## src/rtl/xmem_pkg.sv

```systemverilog
// Package: shared state type for the external data memory access controller.
// Assumes: nothing beyond a three-phase access (idle, strobe, completion).
package xmem_pkg;
    typedef enum logic [1:0] {
        ST_IDLE   = 2'd0,
        ST_STROBE = 2'd1,
        ST_DONE   = 2'd2
    } xacc_state_e;
endpackage

```

## src/rtl/xmem_addr_gen.sv

```systemverilog
// Module: forms the wide external address from one of two sources.
// Assumes: mode 0 = {page, pointer}, mode 1 = {high address, offset};
// the result is purely combinational and registered by the caller.
module xmem_addr_gen #(
    parameter int PTR_W  = 16,
    parameter int PAGE_W = 8,
    parameter int OFS_W  = 8,
    localparam int ADDR_W = PTR_W + PAGE_W,
    localparam int HI_W   = ADDR_W - OFS_W
) (
    input  logic              mode,
    input  logic [PTR_W-1:0]  ptr,
    input  logic [PAGE_W-1:0] page,
    input  logic [HI_W-1:0]   hi,
    input  logic [OFS_W-1:0]  ofs,
    output logic [ADDR_W-1:0] addr
);
    // Select the address source by mode.
    always_comb begin
        if (mode) addr = {hi, ofs};
        else      addr = {page, ptr};
    end
endmodule

```

## src/rtl/xmem_strobe_seq.sv

```systemverilog
// Module: access sequencer; counts the programmed strobe width and then
// holds the strobe until ready, then gives one completion cycle.
// Assumes: requests are taken only in idle; stretch is sampled at acceptance.
module xmem_strobe_seq
    import xmem_pkg::*;
#(
    parameter int STR_W = 3
) (
    input  logic             clk,
    input  logic             rst_n,
    input  logic             req,
    input  logic [STR_W-1:0] stretch,
    input  logic             rdy,
    output logic             accept,
    output logic             active,
    output logic             last,
    output logic             done
);
    localparam int HELD_W = STR_W + 1;

    xacc_state_e      state;
    logic [STR_W-1:0] cnt;

    // Main sequence: idle -> strobe (count down, then wait for ready) -> done.
    always_ff @(posedge clk) begin
        if (!rst_n) begin
            state <= ST_IDLE;
            cnt   <= '0;
        end else begin
            case (state)
                ST_IDLE: if (req) begin
                    state <= ST_STROBE;
                    cnt   <= stretch;
                end
                ST_STROBE: begin
                    if (cnt != '0)  cnt   <= cnt - 1'b1;
                    else if (rdy)   state <= ST_DONE;
                end
                default: state <= ST_IDLE;
            endcase
        end
    end

    assign accept = (state == ST_IDLE) && req;
    assign active = (state == ST_STROBE);
    assign last   = active && (cnt == '0) && rdy;
    assign done   = (state == ST_DONE);

    // Checker-side bookkeeping: strobe cycles elapsed and programmed width.
    logic [HELD_W-1:0] held;
    logic [STR_W-1:0]  str_q;
    always_ff @(posedge clk) begin
        if (!rst_n) begin
            held  <= '0;
            str_q <= '0;
        end else begin
            if (accept) str_q <= stretch;
            if (active) held  <= held + 1'b1;
            else        held  <= '0;
        end
    end

    // the strobe never ends before the programmed width has elapsed.
    p_min_width_r4: assert property (@(posedge clk) disable iff (!rst_n)
        last |-> (held >= HELD_W'(str_q)));
    // ready low holds the strobe once the width is used up.
    p_wait_hold_r5: assert property (@(posedge clk) disable iff (!rst_n)
        (active && (cnt == '0) && !rdy) |=> active);
    // completion is one cycle long and directly follows a strobe.
    p_done_single_r6: assert property (@(posedge clk) disable iff (!rst_n)
        done |=> !done);
    p_done_after_r6: assert property (@(posedge clk) disable iff (!rst_n)
        done |-> $past(active));
endmodule

```

## src/rtl/xmem_access_ctrl.sv

```systemverilog
// Module: top of the external data memory access controller. Registers
// the address and write data at acceptance, drives the strobes, data-bus
// tri-state control and captured read data.
// Assumes: the CPU holds off a new request until done; memory data is
// valid in the last strobe cycle (the cycle in which ready is high).
module xmem_access_ctrl #(
    parameter int PTR_W  = 16,
    parameter int PAGE_W = 8,
    parameter int OFS_W  = 8,
    parameter int DATA_W = 8,
    parameter int STR_W  = 3,
    localparam int ADDR_W = PTR_W + PAGE_W,
    localparam int HI_W   = ADDR_W - OFS_W
) (
    input  logic              clk,
    input  logic              rst_n,
    input  logic              req,
    input  logic              req_wr,
    input  logic              req_mode,
    input  logic [STR_W-1:0]  stretch,
    input  logic [PTR_W-1:0]  dptr,
    input  logic [PAGE_W-1:0] page,
    input  logic [HI_W-1:0]   hi_addr,
    input  logic [OFS_W-1:0]  ofs,
    input  logic [DATA_W-1:0] wdata,
    output logic              done,
    output logic [DATA_W-1:0] rdata,
    output logic [ADDR_W-1:0] mem_addr,
    output logic [DATA_W-1:0] mem_dout,
    input  logic [DATA_W-1:0] mem_din,
    output logic              mem_dz,
    output logic              mem_rd,
    output logic              mem_wr,
    input  logic              mem_rdy
);
    logic [ADDR_W-1:0] addr_next;
    logic              accept, active, last;
    logic              wr_q;
    logic [ADDR_W-1:0] addr_q;
    logic [DATA_W-1:0] dout_q, rdata_q;

    xmem_addr_gen #(
        .PTR_W (PTR_W),
        .PAGE_W(PAGE_W),
        .OFS_W (OFS_W)
    ) u_addr (
        .mode(req_mode),
        .ptr (dptr),
        .page(page),
        .hi  (hi_addr),
        .ofs (ofs),
        .addr(addr_next)
    );

    xmem_strobe_seq #(
        .STR_W(STR_W)
    ) u_seq (
        .clk    (clk),
        .rst_n  (rst_n),
        .req    (req),
        .stretch(stretch),
        .rdy    (mem_rdy),
        .accept (accept),
        .active (active),
        .last   (last),
        .done   (done)
    );

    // Latch address, write data and direction when a request is accepted.
    always_ff @(posedge clk) begin
        if (!rst_n) begin
            addr_q <= '0;
            dout_q <= '0;
            wr_q   <= 1'b0;
        end else if (accept) begin
            addr_q <= addr_next;
            dout_q <= wdata;
            wr_q   <= req_wr;
        end
    end

    // Capture read data in the closing strobe cycle.
    always_ff @(posedge clk) begin
        if (!rst_n)              rdata_q <= '0;
        else if (last && !wr_q)  rdata_q <= mem_din;
    end

    assign mem_addr = addr_q;
    assign mem_dout = dout_q;
    assign mem_rd   = active && !wr_q;
    assign mem_wr   = active && wr_q;
    assign mem_dz   = !(active && wr_q);
    assign rdata    = rdata_q;

    // address and write data hold for the whole strobe.
    p_addr_stable_r8: assert property (@(posedge clk) disable iff (!rst_n)
        ((mem_rd || mem_wr) && $past(mem_rd || mem_wr)) |-> ($stable(mem_addr) && $stable(mem_dout)));
    // the data bus drives whenever the write strobe is high.
    p_dz_write_r7: assert property (@(posedge clk) disable iff (!rst_n)
        mem_wr |-> !mem_dz);
    // the two strobes are exclusive.
    p_one_strobe_r10: assert property (@(posedge clk) disable iff (!rst_n)
        $countones({mem_rd, mem_wr}) <= 1);
    // the direction of a running access cannot change mid-strobe.
    p_dir_hold_r9: assert property (@(posedge clk) disable iff (!rst_n)
        ($past(mem_wr) && (mem_rd || mem_wr)) |-> mem_wr);
endmodule

```

## config.mk

```make
export PLATFORM = sky130hd
export DESIGN_NAME = xmem_access_ctrl
export DESIGN_NICKNAME = d
export VERILOG_FILES = /design/src/rtl/xmem_pkg.sv /design/src/rtl/xmem_addr_gen.sv /design/src/rtl/xmem_strobe_seq.sv /design/src/rtl/xmem_access_ctrl.sv
export SDC_FILE = /design/constraint.sdc
export NUM_CORES = 1
export LEC_CHECK = 0
export BUFFER_PORTS_ARGS = -buffer_cell sky130_fd_sc_hd__buf_2
export CAP_MARGIN = 25
export CELL_PAD_IN_SITES_DETAIL_PLACEMENT = 1
export CELL_PAD_IN_SITES_GLOBAL_PLACEMENT = 1
export CORE_UTILIZATION = 28
export CTS_CLUSTER_SIZE = 14
export DETAILED_ROUTE_END_ITERATION = 12
export PLACE_DENSITY = 0.84
export SLEW_MARGIN = 20
export SYNTH_ARGS = -nofsm -noshare
export SYNTH_HDL_FRONTEND = slang
export SYNTH_SLANG_ARGS = --single-unit
```

## constraint.sdc

```tcl
create_clock -name clk -period 1.39 [get_ports clk]
set_input_delay 0.2085 -clock clk [delete_from_list [all_inputs] [get_ports clk]]
set_output_delay 0.2085 -clock clk [all_outputs]
set_load 0.05 [all_outputs]
```

# After elaboration in Yosys (flattened, before gate mapping)
# Index checks and enable logic that the tools add are counted.
[word_totals]
ff_bits = 46
[classes]
muxes = 8
eq_ne = 6
reduce_logical = 14
n_addsub = 1
[op_table]
columns = ["op", "n"]
rows = [
  ["2-to-1 mux 24 bit", 1],
  ["logical AND 1 bit", 6],
  ["2-to-1 mux 2 bit", 3],
  ["2-to-1 mux 3 bit", 2],
  ["inequality test 2 bit (second input constant)", 3],
  ["one-hot mux 3 bit (2 select lines)", 1],
  ["AND reduction 3 bit", 2],
  ["one-hot mux 2 bit (2 select lines)", 1],
  ["logical NOT 3 bit", 1],
  ["nonzero test 3 bit", 1],
  ["subtractor 3 x 1 -> 3 bit (second input constant)", 1],
  ["equality test 2 x 1 -> 1 bit (second input constant)", 1],
  ["equality test 2 bit (second input constant)", 1],
  ["logical NOT 1 bit", 2],
  ["logical NOT 2 bit", 1],
  ["inequality test 2 x 1 -> 1 bit (second input constant)", 1],
  ["nonzero test 2 bit", 1],
]

# Logic depth before layout (Yosys ltp)
# Gate-level depths: netlist of the first run.
[depth]
ltp_word = 4
mapped_depth = 7
depth_no_buf = 6

# Modules after synthesis
# From an unflattened synthesis of the first run, not the netlist that was laid out.
[hier_totals]
hier_cells = 211
area_unflattened_um2 = 2366.0
[modules_own_cells]
columns = ["mod", "area_per_inst_um2", "cells_per_inst", "instances"]
rows = [
  ["xmem_access_ctrl", 1626.6, 145, 1],
  ["xmem_addr_gen", 396.6, 27, 1],
  ["xmem_strobe_seq", 342.8, 39, 1],
]

# Worst setup path after synthesis of the first run
# No wires, ideal clock.
[synth_path]
kind = "register to output"
startpoint = "reg u_seq.state[0]"
endpoint = "out mem_wr"
path_buffers = 1
path_stages_with_launch = 5
arrival_ns = 1.439
required_time_ns = 1.182
path_slack_ns = -0.258
path_cell_list = "dfxtp_1 -> buf_4 -> nor2b_1 -> nand2_1 -> inv_1"
[synth_between]
elab_chain_len = 2
[synth_lines]
columns = ["item", "line_no", "rtl"]
rows = [
  ["start: declaration", "xmem_strobe_seq.sv:21", "xacc_state_e state;"],
  ["start signal: assignment", "xmem_strobe_seq.sv:27", "state <= ST_IDLE;"],
  ["start signal: assignment", "xmem_strobe_seq.sv:32", "state <= ST_STROBE;"],
  ["start signal: assignment", "xmem_strobe_seq.sv:37", "else if (rdy) state <= ST_DONE;"],
  ["equality test 2 x 1 -> 1 bit", "xmem_strobe_seq.sv:45", "assign active = (state == ST_STROBE);"],
  ["logical AND 1 bit", "xmem_access_ctrl.sv:91", "assign mem_wr = active && wr_q;"],
  ["end: declaration", "xmem_access_ctrl.sv:33", "output logic mem_wr,"],
]
# Every way passes these cells.

# Worst setup path in the final report of the first run
[layout_path]
startpoint = "reg u_seq.state[1]"
endpoint = "out mem_rd"
[layout_between]
elab_chain_len = 2
[layout_lines]
columns = ["item", "line_no", "rtl"]
rows = [
  ["equality test 2 x 1 -> 1 bit", "xmem_strobe_seq.sv:45", ""],
  ["logical AND 1 bit", "xmem_access_ctrl.sv:90", "assign mem_rd = active && !wr_q;"],
  ["end: declaration", "xmem_access_ctrl.sv:32", "output logic mem_rd,"],
]
# Every way passes these cells.

==> impl_metrics.json, run 1 <==
{
  "status": "finished, violations left",
  "violations": "negative setup slack",
  "die_y_um": 88.3,
  "critPathKind": "reg -> out",
  "synth.avg_cell_area_um2": 9.74,
  "cts.reportedPaths.clkPinSlew_ps": 90,
  "reg2reg_to": "rdata[6]",
  "drtPass1Iterations": 3,
  "reg2regPathDepth": 7,
  "grt_usage_pct": 14.3,
  "intPower_mw": 2.31,
  "dp_cells": 424,
  "die_w_um": 88.3,
  "globalplace.congestion": 0.718,
  "setup_viol": 1,
  "synth-edff-count": 0,
  "power_density_mw_per_mm2": 1110,
  "cts-buffers-inserted": 5,
  "start_util_pct": 28.9,
  "crit_path_max_fanout": 5,
  "clk_latency_ps": 300,
  "crit_arrival_ps": 1210,
  "rsz0062_at_grt": "yes",
  "cts_buffer_depth": 2,
  "pwr-share-comb_pct": 33.2,
  "cp.depth": 4,
  "overflow": 0,
  "seq_area_frac_synth_pct": 44.2,
  "core_area_mm2": 0.00721,
  "crit_path_start": "u_seq.state[1]",
  "htreeDepth": 2,
  "routedWlPerCell_um": 13.9,
  "stdcell_count": 441,
  "fin_crit_ps": 1420,
  "grt_pass1_vias": 1966,
  "hold_buffers": 0,
  "cap_violations": 0,
  "ios": 117,
  "seqPwrFrac_pct": 42.2,
  "row_count": 31,
  "skew_ps": 2.74,
  "required_ps": 1180,
  "grt_max_degree": 31,
  "hold_path_class": "in -> reg",
  "synth.ff_latch_count": 46,
  "dpl.hpwl_um": 4280,
  "async_flop_share_pct": 0,
  "syn_nets": 289,
  "finalInstanceArea_mm2": 0.00318,
  "drt_iter0_markers": 5,
  "crit_chain": "buf_6 -> nand2b_4 -> nor2_4 -> buf_8",
  "worstMarginPinSlew_ps": 330,
  "ir_drop_uv": 379,
  "critPathBufInv": 2,
  "num_vias": 2025,
  "dpl_cell_area_mm2": 0.00285,
  "yosys.cell_types.count": 26,
  "power.total_mw": 3.54,
  "port_buffers": 116,
  "p_clk_share_pct": 24.6,
  "cp-start-kind": "flop",
  "cp_slowest_cell": "dfxtp_4",
  "drv_slew": 0,
  "r2r_setup_slack_ps": 10,
  "cts-root-buf": "clkbuf_8",
  "drcViolationCount": 0,
  "fin_nets": 416,
  "syn_inst": 214,
  "syn2layout_area_growth_pct": 52.6,
  "antenna_left": 0,
  "max_stage_delay_ps": 370,
  "wl_um": 6130,
  "ys.warnings.count": 0,
  "drive_above_1_share_pct": 48.0,
  "netlist_area_mm2": 0.00208,
  "crit_path_end_kind": "output pin",
  "finish.utilization_pct": 44.1,
  "p_sw_mw": 1.23,
  "worst_slack_ps": -29.5,
  "crit_family": "flip-flops",
  "grt_pass1_wl_um": 8650,
  "switching_share_pct": 34.8,
  "slew-limit-headroom_pct": 77.9,
  "cts_tree": "done",
  "fmax_mhz": 704,
  "num_antenna_cells": 0,
  "p_leak_nw": 1.81,
  "vias_per_cell": 4.59,
  "hold_viol_final": 0,
  "post-place-ws_ps": -102,
  "critPathCapture": "mem_rd",
  "synth_ff_type": "dfxtp_1",
  "period_share_pct": 102,
  "cts_sinks": 46,
  "r2r_start": "u_seq.cnt[0]",
  "die_area_mm2": 0.00779,
  "antenna_found_initial": 0
}
## worst min path at each step
stage                      from          end  slack (ps)  depth (start not counted)
finish                 wdata[0]  mem_dout[0]         140                          3
global route           wdata[0]  mem_dout[0]         140                          3
CTS                    wdata[0]  mem_dout[0]         140                          3
detailed placement  mem_dout[4]  mem_dout[4]         450                          2
global placement    mem_dout[4]  mem_dout[4]         450                          2
floorplan              wdata[5]  mem_dout[5]         350                          2
## metal layers
layer	vias to the layer above	part of all wire (%)	GRT usage, %
met4	0	1.4	4.55
li1	995	-	-
met3	9	6.2	3.92
met1	946	40	15.0
met2	75	53	27.4
met5	-	0	0
## synthesized netlist by cell type, drive strengths merged, types with 2 or more instances
library cell	instances	area (um2)
a21boi	10	75.1
a21oi	2	10.0
buf	11	72.6
clkbuf	6	22.5
dfxtp	46	921
ha	2	25.0
inv	3	11.3
mux2i	33	330
nand2	47	176
nand2b	2	12.5
nor2	3	11.3
nor2b	12	75.1
o211a	25	250
o21a	2	15.0
## layout by cell type, fill, tap and decap left out, types with 5 or more instances in the layout
cell and n:
clkbuf_8 6, buf_2 112, dfxtp_1 42, buf_4 10
nor2b_1 9, a21boi_0 6, buf_6 5, nand2_1 46
o211a_1 25, mux2i_1 33
## power groups by stage
stage	combinational [mW]	clock, mW	sequential, mW
after floorplan	0.383	0	1.85
after global placement	1.01	0	1.51
after detailed placement	1.04	0	1.52
after CTS	1.09	0.911	1.50
after global routing	1.26	0.966	1.51
final	1.17	0.872	1.50
## repair_timing
action | in CTS | in global routing
setup endpoints to repair | 13 | 46
gates cloned | 0 | 5
setup buffers | 4 | 1
pin swaps | 2 | 1
resized for setup | 23 | 14
## per-stage QoR
stage / hold WS (ps) / setup TNS, ps
5_1_grt: 140 / -522
4_1_cts: 143 / 0
3_5_place_dp: 454 / -702
2_1_floorplan: 353 / -30.7
3_3_place_gp: 447 / -68.8
6_report: 142 / -29.5
## flip-flops by register name (all words and copies together) (netlist names)
signal	count
mem_addr	24
mem_dout	8
rdata	8
u_seq.cnt	3
u_seq.state	2
wr_q	1
## area by class of cell
cell class	count	area, um2
fillers	863	4030
flip-flops and latches	46	928
clock inverters	2	12.5
multi-input cells	148	1120
repair buffers	137	902
inverters	3	15.0
well taps	99	124
clock buffers	6	82.6
## tightest hold or removal path, stage by stage
cell	delay, ps
buf_2	100
nand2_1	50
a21boi_1	50
## cell families (layout without fill, tap and decap cells)
logic type	after synthesis	count (layout)	share of synthesized area [%]
adders and majority gates	2	2	1.20
AOI/OAI and AO/OA	43	43	18.2
muxes	34	34	16.4
buffers and inverters	20	148	5.10
DFF	46	46	44.2
and+or+nand+nor	69	69	14.9
(Power assumes the default switching activity.)
==> run 2: changes to the inputs <==
CORE_MARGIN = 1.5   (was unset)
CTS_CLUSTER_SIZE = 16   (was 14)
==> run 2 against run 1 <==
Effect of this change:
- the flow still finishes with violations (negative setup slack)
- wire length shrank 2.9%
- final area fell by 0.79%
- die area up 2.3%
- combinational power down 3%
- total power increased by 8.7%
- clock power up 41%
- worst hold slack better by 25 ps
- clock skew barely moved
- critical path depth up 1
- worst setup slack worse by 39 ps
==> impl_metrics.json, run 2 (synthesized netlist as in run 1, its figures left out) <==
{
  "stdcell_count": 440,
  "cp-start-kind": "flop",
  "rsz0062_at_grt": "yes",
  "grt.busiest_layer": "met2",
  "hold_path_class": "in -> reg",
  "largest_reg_flops": 24,
  "globalplace.congestion": 0.784,
  "grt_usage_pct": 14.9,
  "crit_path_end_kind": "output pin",
  "cp_slowest_cell": "dfxtp_2",
  "power_density_mw_per_mm2": 1220,
  "critPathKind": "reg -> out",
  "fin_crit_ps": 1460,
  "p_leak_nw": 1.80,
  "drtPass1Iterations": 2,
  "p_clk_share_pct": 31.8,
  "num_vias": 2029,
  "status": "finished, violations left",
  "layout_commonest_cell": "buf_2",
  "required_ps": 1180,
  "vias_per_cell": 4.61,
  "crit_chain": "nor2b_4 -> buf_6 -> nand2_4 -> clkinvlp_4 -> buf_8",
  "crit_family": "flip-flops",
  "port_buffers": 116,
  "htreeDepth": 2,
  "die_w_um": 89.3,
  "drive_above_1_share_pct": 46.9,
  "drcViolationCount": 0,
  "grt_pass1_wl_um": 9180,
  "antenna_found_initial": 0,
  "dpl_cell_area_mm2": 0.00287,
  "setup_tns_ps": -72.5,
  "layout_common_cells": "buf_2 (112), nand2_1 (46), dfxtp_1 (42)",
  "grt_pass1_vias": 1952,
  "seqPwrFrac_pct": 38.9,
  "critPathBufInv": 3,
  "period_share_pct": 105,
  "finalInstanceArea_mm2": 0.00316,
  "grt_max_degree": 47,
  "fin_nets": 415,
  "routedWlPerCell_um": 13.5,
  "worst_slack_ps": -68.2,
  "intPower_mw": 2.64,
  "overflow": 0,
  "cts_buffer_depth": 2,
  "die_y_um": 89.3,
  "use_met2_pct": 25.5,
  "reg2regPathDepth": 7,
  "clk_latency_ps": 300,
  "row_count": 31,
  "cp.depth": 5,
  "setup_viol": 2,
  "violations": "negative setup slack",
  "switching_share_pct": 31.5,
  "dpl.hpwl_um": 4240,
  "hold_viol_final": 0,
  "syn2layout_area_growth_pct": 51.4,
  "core_area_mm2": 0.00721,
  "cts_tree": "done",
  "finish.utilization_pct": 43.8,
  "ios": 117,
  "crit_path_max_fanout": 3,
  "hold_buffers": 0,
  "die_area_mm2": 0.00797,
  "worstMarginPinSlew_ps": 333,
  "wl_um": 5950,
  "slew-limit-headroom_pct": 77.5,
  "num_antenna_cells": 0,
  "antenna_left": 0,
  "dp_cells": 425,
  "fmax_mhz": 686,
  "cts-buffers-inserted": 5,
  "cts-root-buf": "clkbuf_8",
  "start_util_pct": 28.9,
  "drv_slew": 0,
  "ir_drop_uv": 440,
  "cts.reportedPaths.clkPinSlew_ps": 90,
  "drt_iter0_markers": 33,
  "p_sw_mw": 1.21,
  "max_stage_delay_ps": 360,
  "pwr-share-comb_pct": 29.3,
  "cap_violations": 0,
  "skew_ps": 2.60,
  "cts_sinks": 46,
  "grt_use_met3_pct": 4.06,
  "crit_arrival_ps": 1250,
  "grt_use_met1_pct": 17.9,
  "hold_depth": 3
}
[run 2: cell types whose count changed in the layout (fill, tap and decap cells not counted), sizes merged]
cell,before,now
bufinv,0,2
clkinv,1,0
buf,133,136
clkbuf,10,6
clkinvlp,2,1
[run 2: worst paths after layout]
kind | from | endpoint | slack [ps]
setup reg to reg | u_seq.cnt[0] | rdata[0] | 0
hold reg to reg | mem_dout[3] | mem_dout[3] | 460
hold / removal | mem_din[4] | rdata[4] | 170
setup / recovery | u_seq.state[0] | mem_wr | -70
[run 2: worst min-delay path, stage by stage]
cell and delay, ps:
buf_2 80, mux2i_1 50, nor2b_1 90
[run 2: repair_timing]
item	in CTS	in global routing
pin swaps	2	1
resized for setup	17	13
setup buffers	3	4
setup endpoints to repair	13	15
[run 2: metal layers]
metal | up-vias | part of all wire [%]
met4 | 0 | 1.3
met5 | - | 0
met3 | 7 | 6.2
met1 | 953 | 43
li1 | 993 | -
met2 | 76 | 49
[run 2: final cells by class]
type | instances | area [um2]
flip-flops and latches | 46 | 928
clock buffers | 6 | 82.6
clock inverters | 2 | 60.1
fillers | 878 | 4060
multi-input cells | 148 | 1120
well taps | 99 | 124
inverters | 3 | 15.0
repair buffers | 136 | 830
[run 2: power by group through the flow]
stage	logic [mW]	registers (mW)	clock network (mW)
CTS	1.09	1.49	1.27
global placement	1.02	1.52	0
global route	1.22	1.51	1.33
floorplan	0.383	1.85	0
detailed placement	1.04	1.52	0
finish	1.13	1.50	1.23
[run 2: per-stage QoR]
step | worst slack (ps) | power [mW] | hold WS [ps]
2_1_floorplan | -30.7 | 2.23 | 353
6_report | -68.2 | 3.85 | 167
3_5_place_dp | -66.2 | 2.56 | 456
3_3_place_gp | -14.7 | 2.53 | 447
4_1_cts | -29.9 | 3.85 | 149
5_1_grt | -118 | 4.06 | 159
